### config.mk
export PLATFORM = sky130hd
export DESIGN_NAME = mae_engine
export DESIGN_NICKNAME = d
export VERILOG_FILES = /design/src/rtl/mae_pkg.sv /design/src/rtl/mae_cfg_table.sv /design/src/rtl/mae_loc_rf.sv /design/src/rtl/mae_opnd_sel.sv /design/src/rtl/mae_alu.sv /design/src/rtl/mae_engine.sv
export SDC_FILE = /design/constraint.sdc
export NUM_CORES = 2
export LEC_CHECK = 0
export BUFFER_PORTS_ARGS = -buffer_cell sky130_fd_sc_hd__buf_2
export CAP_MARGIN = 20
export CORE_MARGIN = 8
export CORE_UTILIZATION = 45
export CTS_BUF_LIST = sky130_fd_sc_hd__clkbuf_4 sky130_fd_sc_hd__clkbuf_8
export CTS_CLUSTER_SIZE = 40
export DETAILED_ROUTE_END_ITERATION = 7
export MAX_ROUTING_LAYER = met4
export SYNTH_ARGS = -nofsm -noshare
export SYNTH_HDL_FRONTEND = slang
export SYNTH_HIERARCHICAL = 1
export SYNTH_SLANG_ARGS = --single-unit
export TNS_END_PERCENT = 50
### constraint.sdc
create_clock -name clk -period 7.2 [get_ports clk]
set_input_delay 1.8 -clock clk [delete_from_list [all_inputs] [get_ports clk]]
set_output_delay 1.8 -clock clk [all_outputs]
set_load 0.1 [all_outputs]
### src/rtl/mae_pkg.sv
package mae_pkg;
   localparam int OP_W    = 2;
   localparam int SRC_W   = 3;
   localparam int FN_W    = 4;
   localparam int DST_W   = 3;
   localparam int IMM_W   = 64;
   localparam int ENTRY_W = OP_W + 2 * SRC_W + FN_W + DST_W + IMM_W;
   localparam int LOC_SLOTS = 4;

   localparam logic [OP_W-1:0] OP_ALU   = 2'd0;
   localparam logic [OP_W-1:0] OP_LOAD  = 2'd1;
   localparam logic [OP_W-1:0] OP_STORE = 2'd2;
   localparam logic [OP_W-1:0] OP_NOP   = 2'd3;

   localparam logic [SRC_W-1:0] SRC_ADDR = 3'd0;
   localparam logic [SRC_W-1:0] SRC_DATA = 3'd1;
   localparam logic [SRC_W-1:0] SRC_RESP = 3'd2;
   localparam logic [SRC_W-1:0] SRC_IMM  = 3'd3;

   localparam logic [FN_W-1:0] FN_ADD  = 4'd0;
   localparam logic [FN_W-1:0] FN_SUB  = 4'd1;
   localparam logic [FN_W-1:0] FN_AND  = 4'd2;
   localparam logic [FN_W-1:0] FN_OR   = 4'd3;
   localparam logic [FN_W-1:0] FN_XOR  = 4'd4;
   localparam logic [FN_W-1:0] FN_SEQ  = 4'd5;
   localparam logic [FN_W-1:0] FN_SNE  = 4'd6;
   localparam logic [FN_W-1:0] FN_SLTU = 4'd7;
   localparam logic [FN_W-1:0] FN_SLL  = 4'd8;
   localparam logic [FN_W-1:0] FN_SRL  = 4'd9;
   localparam logic [FN_W-1:0] FN_PASS = 4'd10;

   localparam logic [DST_W-1:0] DST_NONE = 3'd0;
   localparam logic [DST_W-1:0] DST_IRQ  = 3'd1;

   typedef struct packed {
      logic [OP_W-1:0]  op;
      logic [SRC_W-1:0] in1;
      logic [SRC_W-1:0] in2;
      logic [FN_W-1:0]  fn;
      logic [DST_W-1:0] dst;
      logic [IMM_W-1:0] imm;
   } entry_t;

   typedef enum logic [1:0] {
      ST_IDLE = 2'd0,
      ST_EXEC = 2'd1,
      ST_WAIT = 2'd2
   } seq_st_e;
endpackage

### src/rtl/mae_cfg_table.sv
module mae_cfg_table
   import mae_pkg::*;
#(
   parameter int TBL_DEPTH = 16,
   parameter int MU_N      = 4,
   localparam int TBL_AW   = $clog2(TBL_DEPTH),
   localparam int MU_W     = $clog2(MU_N)
) (
   input  logic              clk,
   input  logic              rst_n,
   input  logic              wr_en,
   input  logic [TBL_AW-1:0] wr_idx,
   input  logic [ENTRY_W-1:0] wr_word,
   input  logic              seq_we,
   input  logic [MU_W-1:0]   seq_mu,
   input  logic [TBL_AW-1:0] seq_base,
   input  logic [TBL_AW:0]   seq_len,
   input  logic [TBL_AW-1:0] rd_idx,
   output entry_t            rd_entry,
   input  logic [MU_W-1:0]   look_mu,
   output logic [TBL_AW-1:0] look_base,
   output logic [TBL_AW:0]   look_len
);
   logic [ENTRY_W-1:0] row_q  [TBL_DEPTH];
   logic [TBL_AW-1:0]  base_q [MU_N];
   logic [TBL_AW:0]    len_q  [MU_N];

   for (genvar r = 0; r < TBL_DEPTH; r++) begin : g_row
      always_ff @(posedge clk or negedge rst_n) begin
         if (!rst_n)
            row_q[r] <= '0;
         else if (wr_en && wr_idx == TBL_AW'(r))
            row_q[r] <= wr_word;
      end
   end

   for (genvar m = 0; m < MU_N; m++) begin : g_seq
      always_ff @(posedge clk or negedge rst_n) begin
         if (!rst_n) begin
            base_q[m] <= '0;
            len_q[m]  <= '0;
         end else if (seq_we && seq_mu == MU_W'(m)) begin
            base_q[m] <= seq_base;
            len_q[m]  <= seq_len;
         end
      end
   end

   assign rd_entry  = entry_t'(row_q[rd_idx]);
   assign look_base = base_q[look_mu];
   assign look_len  = len_q[look_mu];
endmodule

### src/rtl/mae_loc_rf.sv
module mae_loc_rf
   import mae_pkg::*;
#(
   parameter int DATA_W = 64,
   parameter int LOC_N  = 4
) (
   input  logic              clk,
   input  logic              rst_n,
   input  logic              wr_en,
   input  logic [1:0]        wr_slot,
   input  logic [DATA_W-1:0] wr_val,
   output logic [LOC_SLOTS-1:0][DATA_W-1:0] rd_all
);
   for (genvar s = 0; s < LOC_SLOTS; s++) begin : g_slot
      if (s < LOC_N) begin : g_live
         logic [DATA_W-1:0] val_q;
         always_ff @(posedge clk or negedge rst_n) begin
            if (!rst_n)
               val_q <= '0;
            else if (wr_en && wr_slot == 2'(s))
               val_q <= wr_val;
         end
         assign rd_all[s] = val_q;
      end else begin : g_absent
         assign rd_all[s] = '0;
      end
   end
endmodule

### src/rtl/mae_opnd_sel.sv
module mae_opnd_sel
   import mae_pkg::*;
#(
   parameter int ADDR_W = 32,
   parameter int DATA_W = 64
) (
   input  logic [SRC_W-1:0]  sel,
   input  logic [ADDR_W-1:0] pkt_addr,
   input  logic [DATA_W-1:0] pkt_data,
   input  logic [DATA_W-1:0] resp,
   input  logic [DATA_W-1:0] imm,
   input  logic [LOC_SLOTS-1:0][DATA_W-1:0] loc,
   output logic [DATA_W-1:0] val
);
   always_comb begin
      unique case (sel)
         SRC_ADDR: val = DATA_W'(pkt_addr);
         SRC_DATA: val = pkt_data;
         SRC_RESP: val = resp;
         SRC_IMM:  val = imm;
         default:  val = loc[sel[1:0]];
      endcase
   end
endmodule

### src/rtl/mae_alu.sv
module mae_alu
   import mae_pkg::*;
#(
   parameter int DATA_W    = 64,
   parameter bit HAS_SHIFT = 1'b1,
   localparam int SH_W     = $clog2(DATA_W)
) (
   input  logic [FN_W-1:0]   fn,
   input  logic [DATA_W-1:0] a,
   input  logic [DATA_W-1:0] b,
   output logic [DATA_W-1:0] res
);
   logic [DATA_W-1:0] sh_l, sh_r;

   if (HAS_SHIFT) begin : g_shift
      assign sh_l = a << b[SH_W-1:0];
      assign sh_r = a >> b[SH_W-1:0];
   end else begin : g_noshift
      assign sh_l = '0;
      assign sh_r = '0;
   end

   always_comb begin
      unique case (fn)
         FN_ADD:  res = a + b;
         FN_SUB:  res = a - b;
         FN_AND:  res = a & b;
         FN_OR:   res = a | b;
         FN_XOR:  res = a ^ b;
         FN_SEQ:  res = DATA_W'(a == b);
         FN_SNE:  res = DATA_W'(a != b);
         FN_SLTU: res = DATA_W'(a < b);
         FN_SLL:  res = sh_l;
         FN_SRL:  res = sh_r;
         FN_PASS: res = a;
         default: res = '0;
      endcase
   end
endmodule

### src/rtl/mae_engine.sv
module mae_engine
   import mae_pkg::*;
#(
   parameter int ADDR_W    = 32,
   parameter int DATA_W    = 64,
   parameter int MU_N      = 4,
   parameter int TBL_DEPTH = 16,
   parameter int LOC_N     = 4,
   parameter bit HAS_SHIFT = 1'b1,
   localparam int TBL_AW   = $clog2(TBL_DEPTH),
   localparam int MU_W     = $clog2(MU_N)
) (
   input  logic               clk,
   input  logic               rst_n,
   input  logic               cfg_we,
   input  logic [TBL_AW-1:0]  cfg_idx,
   input  logic [ENTRY_W-1:0] cfg_word,
   input  logic               seq_we,
   input  logic [MU_W-1:0]    seq_mu,
   input  logic [TBL_AW-1:0]  seq_base,
   input  logic [TBL_AW:0]    seq_len,
   input  logic               pkt_valid,
   output logic               pkt_ready,
   input  logic [MU_W-1:0]    pkt_mu,
   input  logic [ADDR_W-1:0]  pkt_addr,
   input  logic [DATA_W-1:0]  pkt_data,
   output logic               mem_req_valid,
   output logic               mem_req_we,
   output logic [ADDR_W-1:0]  mem_req_addr,
   output logic [DATA_W-1:0]  mem_req_wdata,
   input  logic               mem_resp_valid,
   input  logic [DATA_W-1:0]  mem_resp_data,
   input  logic               irq_clr,
   output logic               irq
);
   if (DATA_W < ADDR_W || DATA_W > IMM_W || DATA_W < 8) begin : g_bad_data_w
      $error("mae_engine: DATA_W must lie in [max(8,ADDR_W), 64]");
   end
   if (TBL_DEPTH < 2 || (1 << TBL_AW) != TBL_DEPTH) begin : g_bad_depth
      $error("mae_engine: TBL_DEPTH must be a power of two, at least 2");
   end
   if (MU_N < 2 || (1 << MU_W) != MU_N) begin : g_bad_mu
      $error("mae_engine: MU_N must be a power of two, at least 2");
   end
   if (LOC_N < 1 || LOC_N > LOC_SLOTS) begin : g_bad_loc
      $error("mae_engine: LOC_N must lie in [1, 4]");
   end

   seq_st_e           st_q, st_d;
   logic [TBL_AW-1:0] ptr_q;
   logic [TBL_AW:0]   ctr_q;
   logic [ADDR_W-1:0] paddr_q;
   logic [DATA_W-1:0] pdata_q;
   logic [DATA_W-1:0] resp_q;
   logic              irq_q;

   entry_t            ent;
   logic [TBL_AW-1:0] look_base;
   logic [TBL_AW:0]   look_len;
   logic [LOC_SLOTS-1:0][DATA_W-1:0] loc_all;
   logic [DATA_W-1:0] opa, opb, alu_res, imm_v;

   logic              accept, adv, dst_we, resp_cap, req_v, req_we;
   logic [DATA_W-1:0] dst_val;
   logic              loc_we, irq_set;

   mae_cfg_table #(.TBL_DEPTH(TBL_DEPTH), .MU_N(MU_N)) u_tbl (
      .clk      (clk),
      .rst_n    (rst_n),
      .wr_en    (cfg_we),
      .wr_idx   (cfg_idx),
      .wr_word  (cfg_word),
      .seq_we   (seq_we),
      .seq_mu   (seq_mu),
      .seq_base (seq_base),
      .seq_len  (seq_len),
      .rd_idx   (ptr_q),
      .rd_entry (ent),
      .look_mu  (pkt_mu),
      .look_base(look_base),
      .look_len (look_len)
   );

   assign imm_v = ent.imm[DATA_W-1:0];

   mae_opnd_sel #(.ADDR_W(ADDR_W), .DATA_W(DATA_W)) u_sel_a (
      .sel(ent.in1), .pkt_addr(paddr_q), .pkt_data(pdata_q),
      .resp(resp_q), .imm(imm_v), .loc(loc_all), .val(opa)
   );

   mae_opnd_sel #(.ADDR_W(ADDR_W), .DATA_W(DATA_W)) u_sel_b (
      .sel(ent.in2), .pkt_addr(paddr_q), .pkt_data(pdata_q),
      .resp(resp_q), .imm(imm_v), .loc(loc_all), .val(opb)
   );

   mae_alu #(.DATA_W(DATA_W), .HAS_SHIFT(HAS_SHIFT)) u_alu (
      .fn(ent.fn), .a(opa), .b(opb), .res(alu_res)
   );

   mae_loc_rf #(.DATA_W(DATA_W), .LOC_N(LOC_N)) u_loc (
      .clk    (clk),
      .rst_n  (rst_n),
      .wr_en  (loc_we),
      .wr_slot(ent.dst[1:0]),
      .wr_val (dst_val),
      .rd_all (loc_all)
   );

   assign accept = (st_q == ST_IDLE) && pkt_valid;

   always_comb begin
      st_d     = st_q;
      adv      = 1'b0;
      dst_we   = 1'b0;
      dst_val  = alu_res;
      resp_cap = 1'b0;
      req_v    = 1'b0;
      req_we   = 1'b0;
      unique case (st_q)
         ST_IDLE: begin
            if (accept && look_len != '0)
               st_d = ST_EXEC;
         end
         ST_EXEC: begin
            unique case (ent.op)
               OP_ALU: begin
                  dst_we = 1'b1;
                  adv    = 1'b1;
               end
               OP_LOAD: begin
                  req_v = 1'b1;
                  st_d  = ST_WAIT;
               end
               OP_STORE: begin
                  req_v  = 1'b1;
                  req_we = 1'b1;
                  adv    = 1'b1;
               end
               default: adv = 1'b1;
            endcase
         end
         ST_WAIT: begin
            if (mem_resp_valid) begin
               dst_we   = 1'b1;
               dst_val  = mem_resp_data;
               resp_cap = 1'b1;
               adv      = 1'b1;
            end
         end
         default: st_d = ST_IDLE;
      endcase
      if (adv)
         st_d = (ctr_q == (TBL_AW+1)'(1)) ? ST_IDLE : ST_EXEC;
   end

   assign loc_we  = dst_we && ent.dst[2];
   assign irq_set = dst_we && (ent.dst == DST_IRQ) && (dst_val != '0);

   always_ff @(posedge clk or negedge rst_n) begin
      if (!rst_n) begin
         st_q    <= ST_IDLE;
         ptr_q   <= '0;
         ctr_q   <= '0;
         paddr_q <= '0;
         pdata_q <= '0;
         resp_q  <= '0;
         irq_q   <= 1'b0;
      end else begin
         st_q <= st_d;
         if (accept) begin
            ptr_q   <= look_base;
            ctr_q   <= look_len;
            paddr_q <= pkt_addr;
            pdata_q <= pkt_data;
         end else if (adv) begin
            ptr_q <= ptr_q + 1'b1;
            ctr_q <= ctr_q - 1'b1;
         end
         if (resp_cap)
            resp_q <= mem_resp_data;
         if (irq_set)
            irq_q <= 1'b1;
         else if (irq_clr)
            irq_q <= 1'b0;
      end
   end

   assign pkt_ready     = (st_q == ST_IDLE);
   assign mem_req_valid = req_v;
   assign mem_req_we    = req_we;
   assign mem_req_addr  = opa[ADDR_W-1:0];
   assign mem_req_wdata = opb;
   assign irq           = irq_q;
endmodule

==> impl_metrics.toml <==
[final_layout]
regArea_mm2 = 0.0432
drive_above_1_share = 0.474
nFillCells = 19123
final_cells = 12979
areaGrowthSynthToFinish_pct = 22.9
multi_input_area_mm2 = 0.0559
fin_nets = 10235

[place]
portBuffers = 362
place_inst = 12369
dp_hpwl_um = 302000
place.gp.congestion = 1.07

[critical_path]
cp-end-kind = "flip-flop"
rr_endpoint = "irq$_DFFE_PN0P_"
cp.required_ps = 8130
critPathMaxFanout = 46
path_class = "flip-flop to flip-flop"
timing.critical_path.arrival_ps = 8090
rr_startpoint = "ptr_q[0]$_DFFE_PN0P_"
start_kind = "flip-flop"
worstRegToRegCells = 26
reg2reg_slack_ps = 40

[yosys]
synthAdderAreaFrac = 0.0271
syn_inst = 8344
synth_compound_area_frac = 0.0959
yosys_warnings = 6
yosysUniqueCellTypes = 99
synthSimpleGateAreaFrac = 0.0600
syn-num-nets = 8825
synth_xor_area_frac = 0.00450
synth_area_per_cell_um2 = 12.1
yosysTopAreaCell = "dfrtp_1"
synth_top_family_by_area = "multiplexers"
synth.mux.area_fraction = 0.344
synth_edf_count = 0
yosysSeqAreaShare = 0.427
syn-cell-area_mm2 = 0.101
ys_async_sr_fraction = 1.00
yosysTopAreaCellShare = 0.427
synth_area_leaders = "dfrtp_1 43%, mux2_2 18%, mux4_2 9.3%"
synthFlopType = "dfrtp_1"
synth-seq-cells = 1728

[sta]
final.setup.tns_ps = 0
max_freq_mhz = 140
rsz0062_at_grt = "true"
min_period_ps = 7160
post-route-period-util = 0.994
hold_violations = 0
skew_ps = 131
slew_headroom = 0.0909
setup_violations = 0
maxSlewViolCount = 0
tightest_slew_ps = 1360

[clock_tree]
numClockSinks = 1728
clock_path_buffers = 4
htreeDepth = 5
cts_hold_buf = 0
insertion_delay_ps = 1060
cts_made_buffers = 313
cts_tree = "built"
clk_pin_slew_worst_paths_ps = 90
cts_root_buf = "clkbuf_8"

[hold_path]
min_from = "u_tbl/row_q[1096]$_DFFE_PN0P_"
hp-class = "flip-flop to flip-flop"
hold_depth = 1
whs_endpoint = "u_tbl/row_q[1096]$_DFFE_PN0P_"

[detailed_routing]
drt_iter0_drc = 7145
wl_um = 414000
dr.pass1.iters = 6
vias = 80603
wl_per_cell_um = 31.9
post-route-drc-count = 0
ant_nets = 0
viasPerCell = 6.21

[floorplan]
core_area_mm2 = 0.224
io_pins = 363
die_w_um = 491
start_util = 0.452
die_area_mm2 = 0.241
die_h_um = 491
rows = 174

[grt]
gr-usage-all-layers = 0.343
grt_pass1_wl_um = 595000
grt_overflow = 0
grt_pass1_vias = 82886
antenna_found_initial = 66
grt_max_degree = 177

[job]
maxCapViolCount = 0

[status]
status = "completed"
[worst max-delay path, stage by stage (launching register included)]
cell and delay, ps:
dfrtp_4 520, buf_8 160, buf_4 120, mux4_2 500, a22oi_2 230, nand2_4 120, buf_4 180, buf_4 210
buf_12 220, mux2_2 330, a221oi_1 510, a221oi_1 170, buf_12 190, mux4_2 570, mux4_2 520, o21ai_0 190
buf_4 200, o221ai_1 130, a21oi_1 220, o211ai_1 180, nor4_1 370, buf_4 170, nand4_1 70, buf_4 180
nor4_2 310, nand2_1 100, a32o_1 280
[how the worst max path moves through the flow]
stage	startpoint	endpoint	slack [ps]	cells past startpoint
2_1_floorplan	ptr_q[0]$_DFFE_PN0P_	irq$_DFFE_PN0P_	3	34
3_5_place_dp	ptr_q[0]$_DFFE_PN0P_	irq$_DFFE_PN0P_	-1100	30
6_report	ptr_q[0]$_DFFE_PN0P_	irq$_DFFE_PN0P_	40	26
5_1_grt	ptr_q[0]$_DFFE_PN0P_	irq$_DFFE_PN0P_	-110	26
3_3_place_gp	ptr_q[0]$_DFFE_PN0P_	irq$_DFFE_PN0P_	-1060	30
4_1_cts	ptr_q[0]$_DFFE_PN0P_	irq$_DFFE_PN0P_	1	28
[flip-flops by register name, summed over array words and instances, names as in the netlist]
name,cells
resp_q,64
ctr_q,5
u_tbl/row_q,1264
u_tbl/len_q,20
pdata_q,64
u_tbl/base_q,16
st_q,2
irq,1
ptr_q,4
paddr_q,32
u_loc/g_slot.g_live.val_q,256
[stage by stage]
stage	worst slack [ps]	cell area [um^2]	hold slack [ps]	util
after CTS	1.20	124000	488	0.551
after detailed placement	-1100	116000	476	0.518
after floorplan	2.91	102000	451	-
final	43.4	125000	487	0.555
after global routing	-107	125000	495	0.555
after global placement	-1060	116000	462	0.518
[metal layers]
metal,up-vias,routed length (um),GRT usage
met5,-,0,-
met3,949,24900,0.0484
met2,3239,193000,0.529
li1,34221,-,-
met4,0,27300,0.182
met1,42194,170000,0.441
[cell usage after synthesis, drive strengths merged, types with 9 or more instances]
library cell  count
o31a             13
nand2           674
xnor2            45
dfrtp          1728
o211ai           44
nor2b            22
mux4            506
o221ai           33
and3              9
o2111ai          10
nor3             64
o31ai            35
mux2           1808
o22ai            33
a31oi            25
nand3            49
a211oi           53
a221oi          180
nand3b           13
o21ai           281
ha              216
a21o             27
a211o            12
inv             201
or3              12
nor2            379
a22oi           200
and2             15
o21bai           33
nand4            41
mux2i           276
buf             373
nor4             65
o21a             18
nand2b           23
a21oi           346
clkbuf          338
a221o            11
[placed cells by master, fill, tap and decap left out, types with 32 or more instances in the layout]
cell | netlist | final
dfrtp_1 | 1728 | 1726
mux2_2 | 1664 | 1651
buf_4 | 14 | 1332
nand2_1 | 674 | 648
mux4_2 | 418 | 422
clkbuf_8 | 0 | 381
nor2_1 | 379 | 361
a21oi_1 | 345 | 326
buf_2 | 241 | 326
mux2i_1 | 276 | 275
o21ai_0 | 270 | 257
ha_1 | 216 | 194
inv_1 | 200 | 192
a22oi_1 | 200 | 187
mux2_1 | 144 | 144
buf_12 | 0 | 120
a221oi_1 | 179 | 111
clkbuf_4 | 0 | 98
mux4_1 | 88 | 84
nor3_1 | 63 | 53
a211oi_1 | 53 | 48
a221oi_2 | 1 | 46
nand3_1 | 48 | 45
o211ai_1 | 44 | 44
xnor2_1 | 45 | 43
nand4_1 | 41 | 41
nor4_1 | 65 | 40
diode_2 | 0 | 32
[timing repair]
item / CTS / global route
endpoints found under the setup margin: 54 / 30
setup buffers: 30 / 28
pin swaps: 45 / 50
resized for setup: 152 / 159
cloned: 5 / 1
[kinds of logic after synthesis]
group                      count (synthesis)
buffers and inverters                    919
AOI/OAI and AO/OA                       1440
and+or+nand+nor                         1397
muxes                                   2590
adders and majority gates                218
DFF                                     1728
xor gates and xnor gates                  52
[cell type report]
type,count,share of cell area
clock inverters,37,0.00290
well taps,2992,0.0301
clock buffers,479,0.0480
inverters,208,0.00634
flip-flops and latches,1728,0.347
diodes,32,0.000643
repair buffers,1805,0.116
multi-input cells,5698,0.449
Power is left out: the tool's default activity adds up to more than one toggle a clock period on the data nets, which glitch-free logic cannot reach.
